## config.mk

```make
export PLATFORM = sky130hd
export DESIGN_NAME = ecc_err_log
export DESIGN_NICKNAME = d
export VERILOG_FILES = /design/src/rtl/ecc_log_pkg.sv /design/src/rtl/ecc_log_ctrl.sv /design/src/rtl/ecc_log_dp.sv /design/src/rtl/ecc_err_log.sv
export SDC_FILE = /design/constraint.sdc
export NUM_CORES = 1
export LEC_CHECK = 0
export BUFFER_PORTS_ARGS = -buffer_cell sky130_fd_sc_hd__buf_2
export CAP_MARGIN = 15
export CORE_MARGIN = 3
export CORE_UTILIZATION = 30
export DETAILED_ROUTE_END_ITERATION = 10
export PLACE_DENSITY = 0.63
export SLEW_MARGIN = 20
export SYNTH_ARGS = -nofsm -noshare
export SYNTH_HDL_FRONTEND = slang
export SYNTH_SLANG_ARGS = --single-unit
```

## constraint.sdc

```tcl
create_clock -name clk -period 1.4 [get_ports clk]
set_clock_uncertainty 0.05 [all_clocks]
set_input_delay 0.21 -clock clk [delete_from_list [all_inputs] [get_ports clk]]
set_output_delay 0.21 -clock clk [all_outputs]
set_load 0.02 [all_outputs]
```

## src/rtl/ecc_log_pkg.sv

```systemverilog
package ecc_log_pkg;
  localparam int STS_W      = 16;
  localparam int DATA_W     = 32;
  localparam int PHYS_W     = 33;
  localparam int SYN_W      = 8;
  localparam int SEL_W      = 2;
  localparam int GRAIN_LSB  = 7;
  localparam int STS_BYTES  = STS_W / 8;

  localparam logic [STS_W-1:0] EVT_MASK = 16'h0B03;
  localparam int BIT_CE  = 0;
  localparam int BIT_UE  = 1;
  localparam int BIT_RTO = 8;
  localparam int BIT_LCK = 9;
  localparam int BIT_THM = 11;

  localparam logic [SEL_W-1:0] SEL_CTL = 2'd0;
  localparam logic [SEL_W-1:0] SEL_PTR = 2'd1;
  localparam logic [SEL_W-1:0] SEL_EXT = 2'd2;

  typedef struct packed {
    logic                 capture;
    logic [STS_W-1:0]     setMask;
    logic [STS_W-1:0]     clrMask;
    logic [STS_BYTES-1:0] cmdByteWr;
  } strobe_t;
endpackage

```

## src/rtl/ecc_log_ctrl.sv

```systemverilog
module ecc_log_ctrl
  import ecc_log_pkg::*;
(
  input  logic                 ceEvt,
  input  logic                 ueEvt,
  input  logic                 rtoEvt,
  input  logic                 lckEvt,
  input  logic                 thmEvt,
  input  logic                 wrEn,
  input  logic [SEL_W-1:0]     regSel,
  input  logic [3:0]           byteEn,
  input  logic [STS_W-1:0]     wrLow,
  input  logic [1:0]           pendQ,
  output strobe_t              stb
);
  logic ctlWr;
  logic anyLogged;

  assign ctlWr     = wrEn && (regSel == SEL_CTL);
  assign anyLogged = pendQ[BIT_CE] | pendQ[BIT_UE];

  always_comb begin
    stb = '0;
    stb.setMask[BIT_CE]  = ceEvt;
    stb.setMask[BIT_UE]  = ueEvt;
    stb.setMask[BIT_RTO] = rtoEvt;
    stb.setMask[BIT_LCK] = lckEvt;
    stb.setMask[BIT_THM] = thmEvt;
    for (int b = 0; b < STS_BYTES; b++) begin
      if (ctlWr && byteEn[b]) stb.clrMask[8*b +: 8] = wrLow[8*b +: 8];
    end
    stb.clrMask   = stb.clrMask & EVT_MASK;
    stb.cmdByteWr = ctlWr ? byteEn[3:2] : '0;
    stb.capture   = (ueEvt && !pendQ[BIT_UE]) || (ceEvt && !anyLogged);
  end
endmodule

```

## src/rtl/ecc_log_dp.sv

```systemverilog
module ecc_log_dp
  import ecc_log_pkg::*;
(
  input  logic                      clk,
  input  logic                      rstN,
  input  strobe_t                   stb,
  input  logic [PHYS_W-1:GRAIN_LSB] capAddr,
  input  logic                      errChan,
  input  logic [SYN_W-1:0]          errSyn,
  input  logic [SEL_W-1:0]          regSel,
  input  logic [STS_W-1:0]          wrHigh,
  output logic [DATA_W-1:0]         rdData,
  output logic                      serrQ,
  output logic [STS_W-1:0]          statusQ,
  output logic [STS_W-1:0]          cmdQ,
  output logic [DATA_W-1:0]         ptrQ,
  output logic [7:0]                extQ,
  output logic [SYN_W-1:0]          synQ
);
  always_ff @(posedge clk) begin
    if (!rstN) begin
      statusQ <= '0;
      serrQ   <= 1'b0;
    end else begin
      statusQ <= ((statusQ & ~stb.clrMask) | stb.setMask) & EVT_MASK;
      serrQ   <= |(statusQ & cmdQ);
    end
  end

  for (genvar b = 0; b < STS_BYTES; b++) begin : g_cmdByte
    always_ff @(posedge clk) begin
      if (!rstN) cmdQ[8*b +: 8] <= '0;
      else if (stb.cmdByteWr[b]) cmdQ[8*b +: 8] <= wrHigh[8*b +: 8] & EVT_MASK[8*b +: 8];
    end
  end

  always_ff @(posedge clk) begin
    if (!rstN) begin
      ptrQ <= '0;
      extQ <= '0;
      synQ <= '0;
    end else if (stb.capture) begin
      ptrQ <= {capAddr[DATA_W-1:GRAIN_LSB], {(GRAIN_LSB-1){1'b0}}, errChan};
      extQ <= {7'b0, capAddr[PHYS_W-1]};
      synQ <= errSyn;
    end
  end

  always_comb begin
    case (regSel)
      SEL_CTL: rdData = {cmdQ, statusQ};
      SEL_PTR: rdData = ptrQ;
      SEL_EXT: rdData = {{(DATA_W-16){1'b0}}, extQ, synQ};
      default: rdData = '0;
    endcase
  end
endmodule

```

## src/rtl/ecc_err_log.sv

```systemverilog
module ecc_err_log
  import ecc_log_pkg::*;
(
  input  logic              clk,
  input  logic              rstN,
  input  logic              ceEvt,
  input  logic              ueEvt,
  input  logic              rtoEvt,
  input  logic              lckEvt,
  input  logic              thmEvt,
  input  logic [32:0]       errAddr,
  input  logic              errChan,
  input  logic [7:0]        errSyn,
  input  logic              wrEn,
  input  logic [1:0]        regSel,
  input  logic [3:0]        byteEn,
  input  logic [31:0]       wrData,
  output logic [31:0]       rdData,
  output logic              serr
);
  strobe_t           stb;
  logic [STS_W-1:0]  statusQ;
  logic [STS_W-1:0]  cmdQ;
  logic [DATA_W-1:0] ptrQ;
  logic [7:0]        extQ;
  logic [SYN_W-1:0]  synQ;

  ecc_log_ctrl u_ctrl (
    .ceEvt  (ceEvt),
    .ueEvt  (ueEvt),
    .rtoEvt (rtoEvt),
    .lckEvt (lckEvt),
    .thmEvt (thmEvt),
    .wrEn   (wrEn),
    .regSel (regSel),
    .byteEn (byteEn),
    .wrLow  (wrData[STS_W-1:0]),
    .pendQ  (statusQ[1:0]),
    .stb    (stb)
  );

  ecc_log_dp u_dp (
    .clk     (clk),
    .rstN    (rstN),
    .stb     (stb),
    .capAddr (errAddr[PHYS_W-1:GRAIN_LSB]),
    .errChan (errChan),
    .errSyn  (errSyn),
    .regSel  (regSel),
    .wrHigh  (wrData[DATA_W-1:STS_W]),
    .rdData  (rdData),
    .serrQ   (serr),
    .statusQ (statusQ),
    .cmdQ    (cmdQ),
    .ptrQ    (ptrQ),
    .extQ    (extQ),
    .synQ    (synQ)
  );
endmodule

```

# Word-level counts from Yosys, hierarchy flattened
# Index checks and enable logic that the tools add are counted.
# W data, S select, Z words.
# word_totals
regBits	46
in_bits	88
out_inout_bits	33
elab_cells	28
# op_classes
eq_ne	2
mux	4
n_bitwise	5
n_reduce_logical	10
# op_table
operator	n
$pmux W32 S3	1
$and A12 B12 Y12	2
$reduce_or A16 Y1	1
$not A12 Y12	1
$or A12 B12 Y12	1
$logic_and A1 B1 Y1	5
$mux W2	2
$mux W4	1
$eq A2 B1 Y1 const B	1
$eq A2 B2 Y1 const B	1
$logic_not A1 Y1	2
$logic_not A2 Y1	1
$logic_or A1 B1 Y1	1
$or A1 B1 Y1	1

# Logic depth before layout (Yosys ltp)
# depth
word_depth	7
depth_mapped	5
depth_no_buf	3

# Modules after synthesis
# Synthesis repeated with hierarchy kept, for this count alone.
# hier_totals
cells_unflattened	270
area_unflattened_um2	2632.5
# by_module_without_submodules
module	instances	cells_per_inst	area_per_inst_um2	seq_area_each_um2
ecc_log_dp	1	231	2346.0	920.9
ecc_log_ctrl	1	39	286.5	0.0

# Worst setup path before layout
# OpenSTA, ideal clock, no wires.
# synth_path
path_kind	input to output
from	input regSel[0]
to	output rdData[0]
arrival_ns	0.975
t_required_ns	1.140
path_slack_ns	0.165
stages	3
path_cell_list	buf_4 > mux2i_1 > o21ai_0
# synth_via
elab_chain_cells	2
word_cells_on_any_way	4
classes_between	eq/ne (2); mux (1); reduce/logical (1)
# synth_lines
item	line	source
from (decl)	ecc_err_log.sv:15	input logic [1:0] regSel,
$eq A2 B2 Y1 (tied with other cells)	ecc_log_dp.sv:50	case (regSel)
$pmux W32 S3 *	ecc_log_dp.sv:50	
to (decl)	ecc_err_log.sv:18	output logic [31:0] rdData,
# Every way passes the cells marked *; elsewhere a longest branch is shown, timed or not.

# Worst setup path after layout
# layout_path
from	register u_dp.statusQ[0]
to	output rdData[0]
# layout_via
elab_chain_cells	1
# layout_lines
item	line	source
from (decl)	ecc_log_dp.sv:14	output logic [STS_W-1:0] statusQ,
from (signal assigned)	ecc_log_dp.sv:25	statusQ <= ((statusQ & ~stb.clrMask) | stb.setMask) & EVT_MASK;
$pmux W32 S3	ecc_log_dp.sv:50	
# No other way between the ends.

==> results.tsv <==
stage	metric	value	unit
sta	crit path time final	1340	ps
route	initial detailed-routing violation count	53	
worst_setup_path	Crit path required time	1140	ps
synth	simple-gate portion of the synthesized area	24.9	%
floorplan	die width	91.8	um
synth	synthesized cell area	2210	sq um
clocking	Post-CTS Resized	0	
synth	Synth Area in Compound Gates	6.11	%
global_routing	largest net degree at the start of global routing	34	
sta	# setup viols final	0	
sta	setup tns final	0	ps
worst_setup_path	worst setup path class	reg2out	
final_layout	fraction of layout cells with a size suffix above 1	33.5	%
worst_setup_path	CP bufs+invs	1	
synth	Synth Area in XOR/XNOR	0	%
synth	mean post-synth cell area	8.70	sq um
pwr	VDD IR max	307	uV
global_routing	initial antenna violation count	0	
global_routing	gr usage total	12.3	%
synth	yosys synthesis warning count	0	
synth	count of cell types in the netlist	28	
hold_path	hold crit path type	in2reg	
clocking	H-Tree Depth	2	
synth	Mapped Cells	254	
worst_setup_path	CP peak stage delay	370	ps
global_routing	Most Used Layer, Global Route	met2	
sta	fin crit share	95.7	%
synth	Synthesized Nets	342	
sta	Slew @ Worst Pin	331	ps
worst_setup_path	critical path endpoint category	primary output	
placement	RePlAce Congestion	0.813	
global_routing	met2 GRT Util	20.7	%
clocking	TritonCTS Sinks	46	
route	antenna-violating nets left	0	
synth	FF+latch count, synth	46	
synth	mux cell area share after synthesis	20.4	%
worst_setup_path	Reg2Reg Depth	4	
hold_path	Hold Path End	u_dp.statusQ[8]	
global_routing	first-pass GRT wire length	8450	um
route	vias after detailed routing	1947	
sta	RSZ-0062 raised after global routing	false	
clocking	clock insertion delay at the later pin of the skew report	290	ps
clocking	Num CTS Buffers	5	
floorplan	die area	8440	sq um
pwr	Leak Pwr	1.45	nW
worst_setup_path	Reg-to-Reg Start	u_dp.statusQ[0]	
synth	post-synthesis adder-cell area fraction	0	%
final_layout	most frequent cells in the layout	90 x buf_2, 78 x nand2_1, 45 x mux2i_1	
hold_path	min-delay src	wrData[8]	
global_routing	vias in the first global route	1829	
sta	final slew viol count	0	
global_routing	M3 GR Usage	3.53	%
final_layout	Layout area overhead	31.0	%
sta	Rel. slew slack	78.0	%
floorplan	Die Height	91.8	um
placement	post-detail-place hpwl	4000	um
clocking	CTS Hold Buffers Added	0	
worst_setup_path	CP max-delay cell	dfxtp_2	
synth	register area share after synthesis	41.7	%
run	Max Cap Viol	0	
worst_setup_path	Arr. time, crit path	1080	ps
global_routing	GRT met1 Usage	15.8	%
worst_setup_path	CP top delay family	flip-flops	
route	first drt pass iteration count	4	
clocking	post-CTS setup buffers	0	
floorplan	Ports	121	
global_routing	global route overflow	0	
clocking	Clock transition at path regs	80	ps
hold_path	Worst Hold Depth	2	
worst_setup_path	reg-to-reg endpoint	u_dp.synQ[4]	
worst_setup_path	critical path, cell by cell	mux2i_1, o21ai_0, buf_2	
final_layout	most common cell after layout, fill and taps aside	buf_2	
sta	Fmax	747	MHz
clocking	Root Driver	clkbuf_8	
route	Avg WL per Cell	12.3	um
floorplan	Initial Utilization	31.7	%
worst_setup_path	flop2flop setup slack	160	ps
synth	largest family of logic cells by synthesized area	simple AND/OR/NAND/NOR gates	
clocking	CTS tree	done	
clocking	Max clock buf depth	2	
sta	Final Hold Fails	0	
pwr	cell area power density	962	nW/um^2
run_status	outcome	complete, no violations	
sta	Min Hold Slack	34.9	ps
final_layout	Ant. Diodes	0	
final_layout	final net count	435	
placement	port bufs	91	
route	Vias/cell	4.40	
worst_setup_path	Worst Setup Start Kind	flip-flop	
route	WL final	5420	um
worst_setup_path	Worst Path Max Fanout	4	
floorplan	row cnt	30	
floorplan	CORE AREA	6980	sq um
route	DR DRC count	0	
how the worst max path moves through the flow:
stage	startpoint	end	slack, ps	cells after the start
after detailed placement	regSel[1]	u_dp.statusQ[11]	50	5
after global routing	u_dp.statusQ[0]	rdData[0]	10	3
final	u_dp.statusQ[0]	rdData[0]	60	3
after global placement	regSel[1]	rdData[14]	60	5
after floorplan	regSel[0]	rdData[0]	170	3
after CTS	u_dp.statusQ[0]	rdData[0]	2	3
layer usage:
| metal | part of all wire [%] | up-vias | wire (um) |
|---|---|---|---|
| met1 | 47 | 868 | 2520 |
| met4 | 0.81 | 0 | 44 |
| li1 | - | 1017 | - |
| met5 | 0 | - | 0 |
| met2 | 46 | 57 | 2510 |
| met3 | 6.1 | 5 | 333 |
registers in the layout (all words and copies together) (netlist names):
name,flops
u_dp.cmdQ,5
u_dp.extQ,1
u_dp.ptrQ,26
u_dp.serrQ,1
u_dp.statusQ,5
u_dp.synQ,8
cells by family after synthesis:
group	Yosys count
simple gates	120
buf+inv	21
flops	46
mux	45
compound gates	22
synth_stat cells:
cell type | count | area (sq um)
a21boi_0 | 1 | 7.51
a21oi_1 | 1 | 5.00
a21oi_2 | 1 | 8.76
a222oi_1 | 1 | 10.0
a22o_1 | 1 | 8.76
a22oi_1 | 1 | 7.51
a31oi_1 | 3 | 18.8
a41oi_1 | 1 | 8.76
and2_1 | 23 | 144
and2b_1 | 1 | 7.51
and4bb_2 | 1 | 12.5
buf_12 | 3 | 60.1
buf_2 | 8 | 40.0
buf_4 | 2 | 15.0
buf_6 | 1 | 11.3
clkbuf_1 | 2 | 7.51
clkbuf_2 | 1 | 5.00
dfxtp_1 | 46 | 921
inv_1 | 4 | 15.0
mux2i_1 | 45 | 450
nand2_1 | 78 | 293
nand2b_4 | 1 | 13.8
nand3_1 | 3 | 15.0
nand4_1 | 2 | 12.5
nor2_1 | 9 | 33.8
nor2b_1 | 1 | 6.26
nor3b_2 | 1 | 12.5
o21ai_0 | 12 | 60.1
worst register-to-register path, delay by kind of cell (launching register included):
family	cells	cell delay (ps)
mux	1	210
simple gates	1	150
flops	1	350
compound gates	1	210
buf+inv	1	210
power breakdown:
part	internal, mW	leakage, nW	switching (mW)
combinational	0.253	1.02	0.265
clock	0.382	0.0431	0.434
sequential	1.40	0.380	0.0493
total	2.04	1.45	0.748
per-stage QoR:
step	cell area (sq um)	utilization (%)	cells	total power, mW	worst slack [ps]
6_report	2900	41.5	442	2.79	60.9
3_3_place_gp	2810	40.2	436	1.99	63.4
5_1_grt	2900	41.5	442	2.95	10.1
3_5_place_dp	2810	40.2	436	2.01	47.2
2_1_floorplan	2210	-	254	1.82	165
4_1_cts	2890	41.4	442	2.84	2.13
area by class of cell:
| class | instances | area (sq um) |
|---|---|---|
| clock buffer | 6 | 82.6 |
| fill | 751 | 4090 |
| inverter | 4 | 15.0 |
| multi-input combinational | 187 | 1140 |
| sequential | 46 | 925 |
| tap | 96 | 120 |
| timing repair buffer | 103 | 611 |
No activity file was read; power rests on OpenSTA's default activity.
